File: src/rtl/crb_pkg.sv
// Package: shared constants for the channel-paged register bank.
// Assumes a byte-wide port and a two-bit channel index (four channels).
package crb_pkg;
    localparam int CH_SEL_W = 2;
    localparam int NUM_CH   = 1 << CH_SEL_W;

    localparam logic [7:0] A_STRAP = 8'h00;
    localparam logic [7:0] A_IDENT = 8'h01;
    localparam logic [7:0] A_SCR2  = 8'h02;
    localparam logic [7:0] A_SCR3  = 8'h03;
    localparam logic [7:0] A_CTRL  = 8'h04;
    localparam logic [7:0] A_STAT  = 8'h05;
    localparam logic [7:0] A_SCR6  = 8'h06;
    localparam logic [7:0] A_SCR7  = 8'h07;
    localparam logic [7:0] A_PAGE  = 8'hFF;

    localparam logic [7:0] IDENT_VAL  = 8'hD1;
    localparam logic [7:0] CTRL_RST   = 8'h01;
    localparam logic [7:0] SCR7_RST   = 8'h05;
    localparam logic [6:0] BUS_BASE   = 7'h18;

    // Bit positions in the control byte and the page-select byte
    localparam int CTRL_SOFTRST_B = 6;
    localparam int CTRL_MRST_B    = 5;
    localparam int PAGE_CHEN_B    = 2;
    localparam int PAGE_ALL_B     = 3;
endpackage

File: src/rtl/crb_chan_regs.sv
// Module: one channel's register set.
// Holds CH_REGS bytes at addresses 0..CH_REGS-1. The caller qualifies
// the write enable with paging and range. Reads are combinational from
// raddr, which the caller keeps in range.
module crb_chan_regs #(
    parameter int CH_REGS = 8,
    localparam int CH_AW  = $clog2(CH_REGS)
) (
    input  logic                   clk,
    input  logic                   rst_n,
    input  logic                   we,
    input  logic [CH_AW-1:0]       waddr,
    input  logic [7:0]             wdata,
    input  logic [CH_AW-1:0]       raddr,
    output logic [7:0]             rdata,
    output logic [CH_REGS*8-1:0]   regs_flat
);
    logic [7:0] mem [CH_REGS];

    // Store a byte on a qualified write; clear all bytes on reset
    always_ff @(posedge clk) begin
        if (!rst_n) begin
            for (int i = 0; i < CH_REGS; i++) mem[i] <= 8'h00;
        end else if (we) begin
            mem[waddr] <= wdata;
        end
    end

    // Combinational read of the addressed byte
    always_comb rdata = mem[raddr];

    // Flatten the bytes for observation by the checker
    always_comb begin
        for (int i = 0; i < CH_REGS; i++) regs_flat[i*8 +: 8] = mem[i];
    end
endmodule

File: src/rtl/crb_shared_regs.sv
// Module: common (shared) register set plus the page-select byte.
// Assumes the caller asserts `we` only for writes that target this set
// (any 0xFF write, or any write while channel paging is off). A write
// with control bit 6 set restores every register here to its default.
module crb_shared_regs
    import crb_pkg::*;
(
    input  logic       clk,
    input  logic       rst_n,
    input  logic       we,
    input  logic [7:0] addr,
    input  logic [7:0] wdata,
    input  logic [3:0] strap_addr,
    input  logic       load_done,
    input  logic [3:0] ch_irq,
    output logic [7:0] page_sel,
    output logic [7:0] rd_val,
    output logic       mrst_pulse
);
    logic [7:0] scr2_q, scr3_q, ctrl_q, scr6_q, scr7_q;
    logic [2:0] stat_hi_q;
    logic       soft_rst;
    logic [3:0] irq_rev;

    // Detect the self-clearing soft reset request
    always_comb soft_rst = we && (addr == A_CTRL) && wdata[CTRL_SOFTRST_B];

    // Update the writable common bytes, honouring defaults and soft reset
    always_ff @(posedge clk) begin
        if (!rst_n || soft_rst) begin
            page_sel  <= 8'h00;
            scr2_q    <= 8'h00;
            scr3_q    <= 8'h00;
            ctrl_q    <= CTRL_RST;
            scr6_q    <= 8'h00;
            scr7_q    <= SCR7_RST;
            stat_hi_q <= 3'b000;
        end else if (we) begin
            case (addr)
                A_PAGE: page_sel  <= wdata;
                A_SCR2: scr2_q    <= wdata;
                A_SCR3: scr3_q    <= wdata;
                A_CTRL: ctrl_q    <= {wdata[7], 2'b00, wdata[4:0]};
                A_STAT: stat_hi_q <= wdata[7:5];
                A_SCR6: scr6_q    <= wdata;
                A_SCR7: scr7_q    <= wdata;
                default: ;
            endcase
        end
    end

    // One-cycle master reset request, never stored in the control byte
    always_ff @(posedge clk) begin
        if (!rst_n) mrst_pulse <= 1'b0;
        else        mrst_pulse <= we && (addr == A_CTRL) && wdata[CTRL_MRST_B];
    end

    // Interrupt flags shown in reverse channel order
    always_comb begin
        for (int i = 0; i < 4; i++) irq_rev[3-i] = ch_irq[i];
    end

    // Read value of the common location at addr
    always_comb begin
        case (addr)
            A_STRAP: rd_val = {strap_addr, 4'b0000};
            A_IDENT: rd_val = IDENT_VAL;
            A_SCR2:  rd_val = scr2_q;
            A_SCR3:  rd_val = scr3_q;
            A_CTRL:  rd_val = ctrl_q;
            A_STAT:  rd_val = {stat_hi_q, load_done, irq_rev};
            A_SCR6:  rd_val = scr6_q;
            A_SCR7:  rd_val = scr7_q;
            A_PAGE:  rd_val = page_sel;
            default: rd_val = 8'h00;
        endcase
    end
endmodule

File: src/rtl/chan_page_regbank.sv
// Module: top of the channel-paged register bank.
// Decodes each access to the common set, one channel, or all channels
// (broadcast write) from the page-select byte, and registers read data.
// Assumes at most one access per cycle besides a coincident read/write.
module chan_page_regbank
    import crb_pkg::*;
#(
    parameter int CH_REGS = 8
) (
    input  logic       clk,
    input  logic       rst_n,
    input  logic [7:0] addr,
    input  logic [7:0] wdata,
    input  logic       wr_en,
    input  logic       rd_en,
    output logic [7:0] rdata,
    input  logic [3:0] strap_addr,
    input  logic       load_done,
    input  logic [3:0] ch_irq,
    output logic [6:0] bus_addr,
    output logic       master_rst_pulse
);
    localparam int         CH_AW  = $clog2(CH_REGS);
    localparam logic [8:0] CH_LIM = 9'(CH_REGS);
    localparam int         FLAT_W = NUM_CH * CH_REGS * 8;

    logic [7:0]          page_sel;
    logic [7:0]          shared_rd;
    logic                page_hit, shared_acc, shared_wr, ch_in_range;
    logic [CH_SEL_W-1:0] ch_idx;
    logic [NUM_CH-1:0]   ch_we;
    logic [7:0]          ch_rd [NUM_CH];
    logic [FLAT_W-1:0]   ch_flat;
    logic [CH_AW-1:0]    ch_addr;
    logic [7:0]          rd_next;

    // Classify the access against the current page
    always_comb begin
        page_hit    = (addr == A_PAGE);
        shared_acc  = page_hit || !page_sel[PAGE_CHEN_B];
        shared_wr   = wr_en && shared_acc;
        ch_in_range = ({1'b0, addr} < CH_LIM);
        ch_idx      = page_sel[CH_SEL_W-1:0];
        ch_addr     = ch_in_range ? addr[CH_AW-1:0] : '0;
    end

    crb_shared_regs u_shared (
        .clk        (clk),
        .rst_n      (rst_n),
        .we         (shared_wr),
        .addr       (addr),
        .wdata      (wdata),
        .strap_addr (strap_addr),
        .load_done  (load_done),
        .ch_irq     (ch_irq),
        .page_sel   (page_sel),
        .rd_val     (shared_rd),
        .mrst_pulse (master_rst_pulse)
    );

    for (genvar c = 0; c < NUM_CH; c++) begin : g_ch
        // Per-channel write enable: single selection or broadcast
        always_comb ch_we[c] = wr_en && !shared_acc && ch_in_range &&
                               (page_sel[PAGE_ALL_B] || (ch_idx == CH_SEL_W'(c)));

        crb_chan_regs #(.CH_REGS(CH_REGS)) u_ch (
            .clk       (clk),
            .rst_n     (rst_n),
            .we        (ch_we[c]),
            .waddr     (ch_addr),
            .wdata     (wdata),
            .raddr     (ch_addr),
            .rdata     (ch_rd[c]),
            .regs_flat (ch_flat[c*CH_REGS*8 +: CH_REGS*8])
        );
    end

    // Choose the read source from the page and the address range
    always_comb begin
        if (shared_acc)       rd_next = shared_rd;
        else if (ch_in_range) rd_next = ch_rd[ch_idx];
        else                  rd_next = 8'h00;
    end

    // Capture read data on a read strobe, otherwise hold
    always_ff @(posedge clk) begin
        if (!rst_n)     rdata <= 8'h00;
        else if (rd_en) rdata <= rd_next;
    end

    // Device bus address from the strap
    always_comb bus_addr = BUS_BASE + {3'b000, strap_addr};
endmodule

File: config.mk
export PLATFORM = sky130hd
export DESIGN_NAME = chan_page_regbank
export DESIGN_NICKNAME = d
export VERILOG_FILES = /design/src/rtl/crb_pkg.sv /design/src/rtl/crb_chan_regs.sv /design/src/rtl/crb_shared_regs.sv /design/src/rtl/chan_page_regbank.sv
export SDC_FILE = /design/constraint.sdc
export NUM_CORES = 1
export LEC_CHECK = 0
export BUFFER_PORTS_ARGS = -buffer_cell sky130_fd_sc_hd__buf_4
export CELL_PAD_IN_SITES_DETAIL_PLACEMENT = 1
export CELL_PAD_IN_SITES_GLOBAL_PLACEMENT = 1
export CORE_ASPECT_RATIO = 1.1
export CORE_MARGIN = 1
export CORE_UTILIZATION = 40
export CTS_BUF_LIST = sky130_fd_sc_hd__clkbuf_16
export DETAILED_ROUTE_END_ITERATION = 8
export MAX_ROUTING_LAYER = met4
export PLACE_DENSITY = 0.72
export SLEW_MARGIN = 20
export SYNTH_ARGS = -nofsm -noshare
export SYNTH_HDL_FRONTEND = slang
export SYNTH_HIERARCHICAL = 1
export SYNTH_SLANG_ARGS = --single-unit
File: constraint.sdc
create_clock -name clk -period 3.2 [get_ports clk]
set_clock_uncertainty 0.05 [all_clocks]
set_input_delay 0.16 -clock clk [delete_from_list [all_inputs] [get_ports clk]]
set_output_delay 0.16 -clock clk [all_outputs]
set_load 0.005 [all_outputs]
==> qor.csv <==
metric;value;unit
status;complete, no violations;
ys_warn_count;6;
antenna_found_initial;0;
cts_resized;0;
fin_nets;1257;
dpl_cell_area;16450;um2
r2r-end;g_ch[0].u_ch/mem[6][3];
final_max_slew_viol_count;0;
firstDrtPassIters;5;
synthArstFlopShare;0;
worst_slack;0.5579;ns
critPathTopFamily;multiplexers;
relSlewSlack;0.4168;
cts_setup_buffers;0;
vias;10420;
hold_viol;0;
final_cell_mix;256 x edfxtp_1, 192 x nor3_1, 137 x buf_4;
path_max_fanout;26;
cp_slowest_cell;mux4_1;
critPathKind;in2reg;
vdd_drop_max;0.3129;mV
die_h;206.4;um
reg2reg_depth;7;
ctsHoldBuffers;9;
numClockSinks;314;
antennaDiodeCount;0;
cts_tree;built;
tightest_slew;0.8675;ns
drt_iter0_markers;880;
wl_per_cell;25.64;um
drive_above_1_share;0.2040;
final_area;17720;um2
clock_path_buffers;3;
vias_per_cell;5.957;
dp_worst_setup_slack;0.03002;ns
post-route-drc-count;0;
start_kind;input port;
place_inst;1676;
dieWidth;187.8;um
setup-violations-final;0;
cts-root-buf;clkbuf_16;
grt_max_degree;57;
crit_arrival;2.98;ns
synth_ff_type;edfxtp_1;
syn_area_per_cell;13.24;um2
drtAntennaViolNets;0;
rsz0062_at_grt;no;
syn_to_final_growth;16.65;%
fin_setup_tns;0;ns
core_region_area;37310;um2
syn_area;15190;um2
min_path_type;in2reg;
synth_edf_count;256;
grt_pass1_vias;11000;
layout.cells.most_common;edfxtp_1;
io_buffers;43;
pin_count;45;
worst_setup_path_end_kind;register;
routed_wl;44850;um
cts-buffers-inserted;35;
endpoint;rdata[2];
rows;74;
r2r-start;u_shared/page_sel[0];
synth.distinct_cells;54;
grt_use_total;0.2404;
path_cells;buf_4 -> nor4_4 -> nor2b_1 -> and2_4 -> buf_12 -> mux4_1 -> mux2_2 -> mux4_2 -> clkinv_1 -> o221ai_1;
grt-ovfl-total;0;
rrSetupSlack;0.70;ns
cts.clk_slew.worst_paths;0.06;ns
crit_start;addr[6];
die-area;38760;um2
ys_seq_area_frac;0.5825;
start_util;0.4071;
path_depth;10;
place.gp.congestion;0.8599;
grt_pass1_wl;68470;um
fin_crit;2.642;ns
maxCapViolations;0;
htreeDepth;2;
fmax;0.3785;GHz
leakage;6.364;nW
final_cells;1749;
clk_latency;0.53;ns
power_density;518.9;nW/um2
fin_crit_sh;0.8257;
slowest_delay;0.63;ns
crit_required;3.54;ns
syn_nets;1176;
dp_hpwl;29450;um
synth-seq-cells;314;
syn_inst;1147;
path_buf_inv;3;
layer usage:
layer  global-route usage  vias up  wire (um)
li1                     -     4656          -
met1               0.2910     5409      18470
met2               0.4189      286      23290
met3              0.02700       67       1853
met4              0.08159        0       1249
met5                    -        -          0
cell usage after synthesis (all sizes together), types with 6 or more instances:
| cell type | number | area (um2) |
|---|---|---|
| o21ai | 42 | 214.0 |
| nand3 | 16 | 85.08 |
| edfxtp | 256 | 7687 |
| a21oi | 21 | 105.1 |
| nand2b | 11 | 68.82 |
| clkinv | 7 | 26.28 |
| mux4 | 74 | 1896 |
| buf | 56 | 374.1 |
| o31ai | 9 | 67.56 |
| nor2b | 14 | 87.58 |
| dfxtp | 58 | 1161 |
| nor3 | 193 | 977.2 |
| nor4 | 65 | 421.7 |
| nand2 | 37 | 138.9 |
| nor2 | 45 | 168.9 |
| inv | 51 | 191.4 |
| and3b | 8 | 70.07 |
| clkbuf | 55 | 206.5 |
| nand3b | 6 | 45.04 |
| mux2i | 37 | 370.4 |
| o221ai | 8 | 70.07 |
| mux2 | 37 | 416.7 |
state kept, by name, summed over array words and instances (netlist names):
| signal | cells |
|---|---|
| u_shared/scr2_q | 8 |
| rdata | 8 |
| u_shared/scr3_q | 8 |
| u_shared/page_sel | 8 |
| u_shared/scr6_q | 8 |
| u_shared/scr7_q | 8 |
| u_shared/stat_hi_q | 3 |
| u_shared/ctrl_q | 6 |
| g_ch.u_ch/mem | 256 |
| u_shared/mrst_pulse | 1 |
layout make-up:
cell class                      count  area [um2]
Clock buffer                       36       900.9
Fill cell                        3748       19590
Sequential cell                   314        8848
Clock inverter                     28       276.5
Tap cell                          494       618.1
Inverter                           58       217.7
Multi-Input combinational cell    664        5559
Timing Repair Buffer              155        1299
logic make-up after synthesis:
group                  count (synthesis)  share of synthesized area
and+or+nand+nor                      413                     0.1460
DFF                                  314                     0.5825
buffers and inverters                169                    0.05255
muxes                                148                     0.1766
AOI/OAI and AO/OA                    102                    0.04209
other                                  1                  0.0002469
where the power goes:
part	switching, W	internal [W]	leakage (nW)
registers	0.0000343	0.00451	3.11
logic	0.000332	0.000184	2.65
clock network	0.00167	0.00246	0.601
total	0.00204	0.00716	6.36
worst min-delay path, cell delays in order:
cell      delay [ns]
buf_4           0.18
nor2b_1         0.12
o21ai_0         0.10
o221ai_1        0.07
per-stage QoR:
stage                     utilization  hold slack (ns)  total power [W]
after global routing           0.4749           0.1156         0.009424
after floorplan                     -           0.2238         0.004868
final                          0.4749          0.09996         0.009194
after CTS                      0.4749          0.07305         0.009249
after global placement         0.4409           0.3872         0.005109
after detailed placement       0.4409           0.3962         0.005135
worst min-delay path by stage:
stage / startpoint / endpoint / cells after the start
2_1_floorplan: wdata[5] / u_shared/mrst_pulse / 2
3_3_place_gp: u_shared/scr2_q[6] / u_shared/scr2_q[6] / 2
3_5_place_dp: u_shared/page_sel[5] / u_shared/page_sel[5] / 2
4_1_cts: rd_en / rdata[2] / 4
5_1_grt: rst_n / g_ch[3].u_ch/mem[0][0] / 2
6_report: rd_en / rdata[7] / 4
Power figures use the tool's default switching activity.
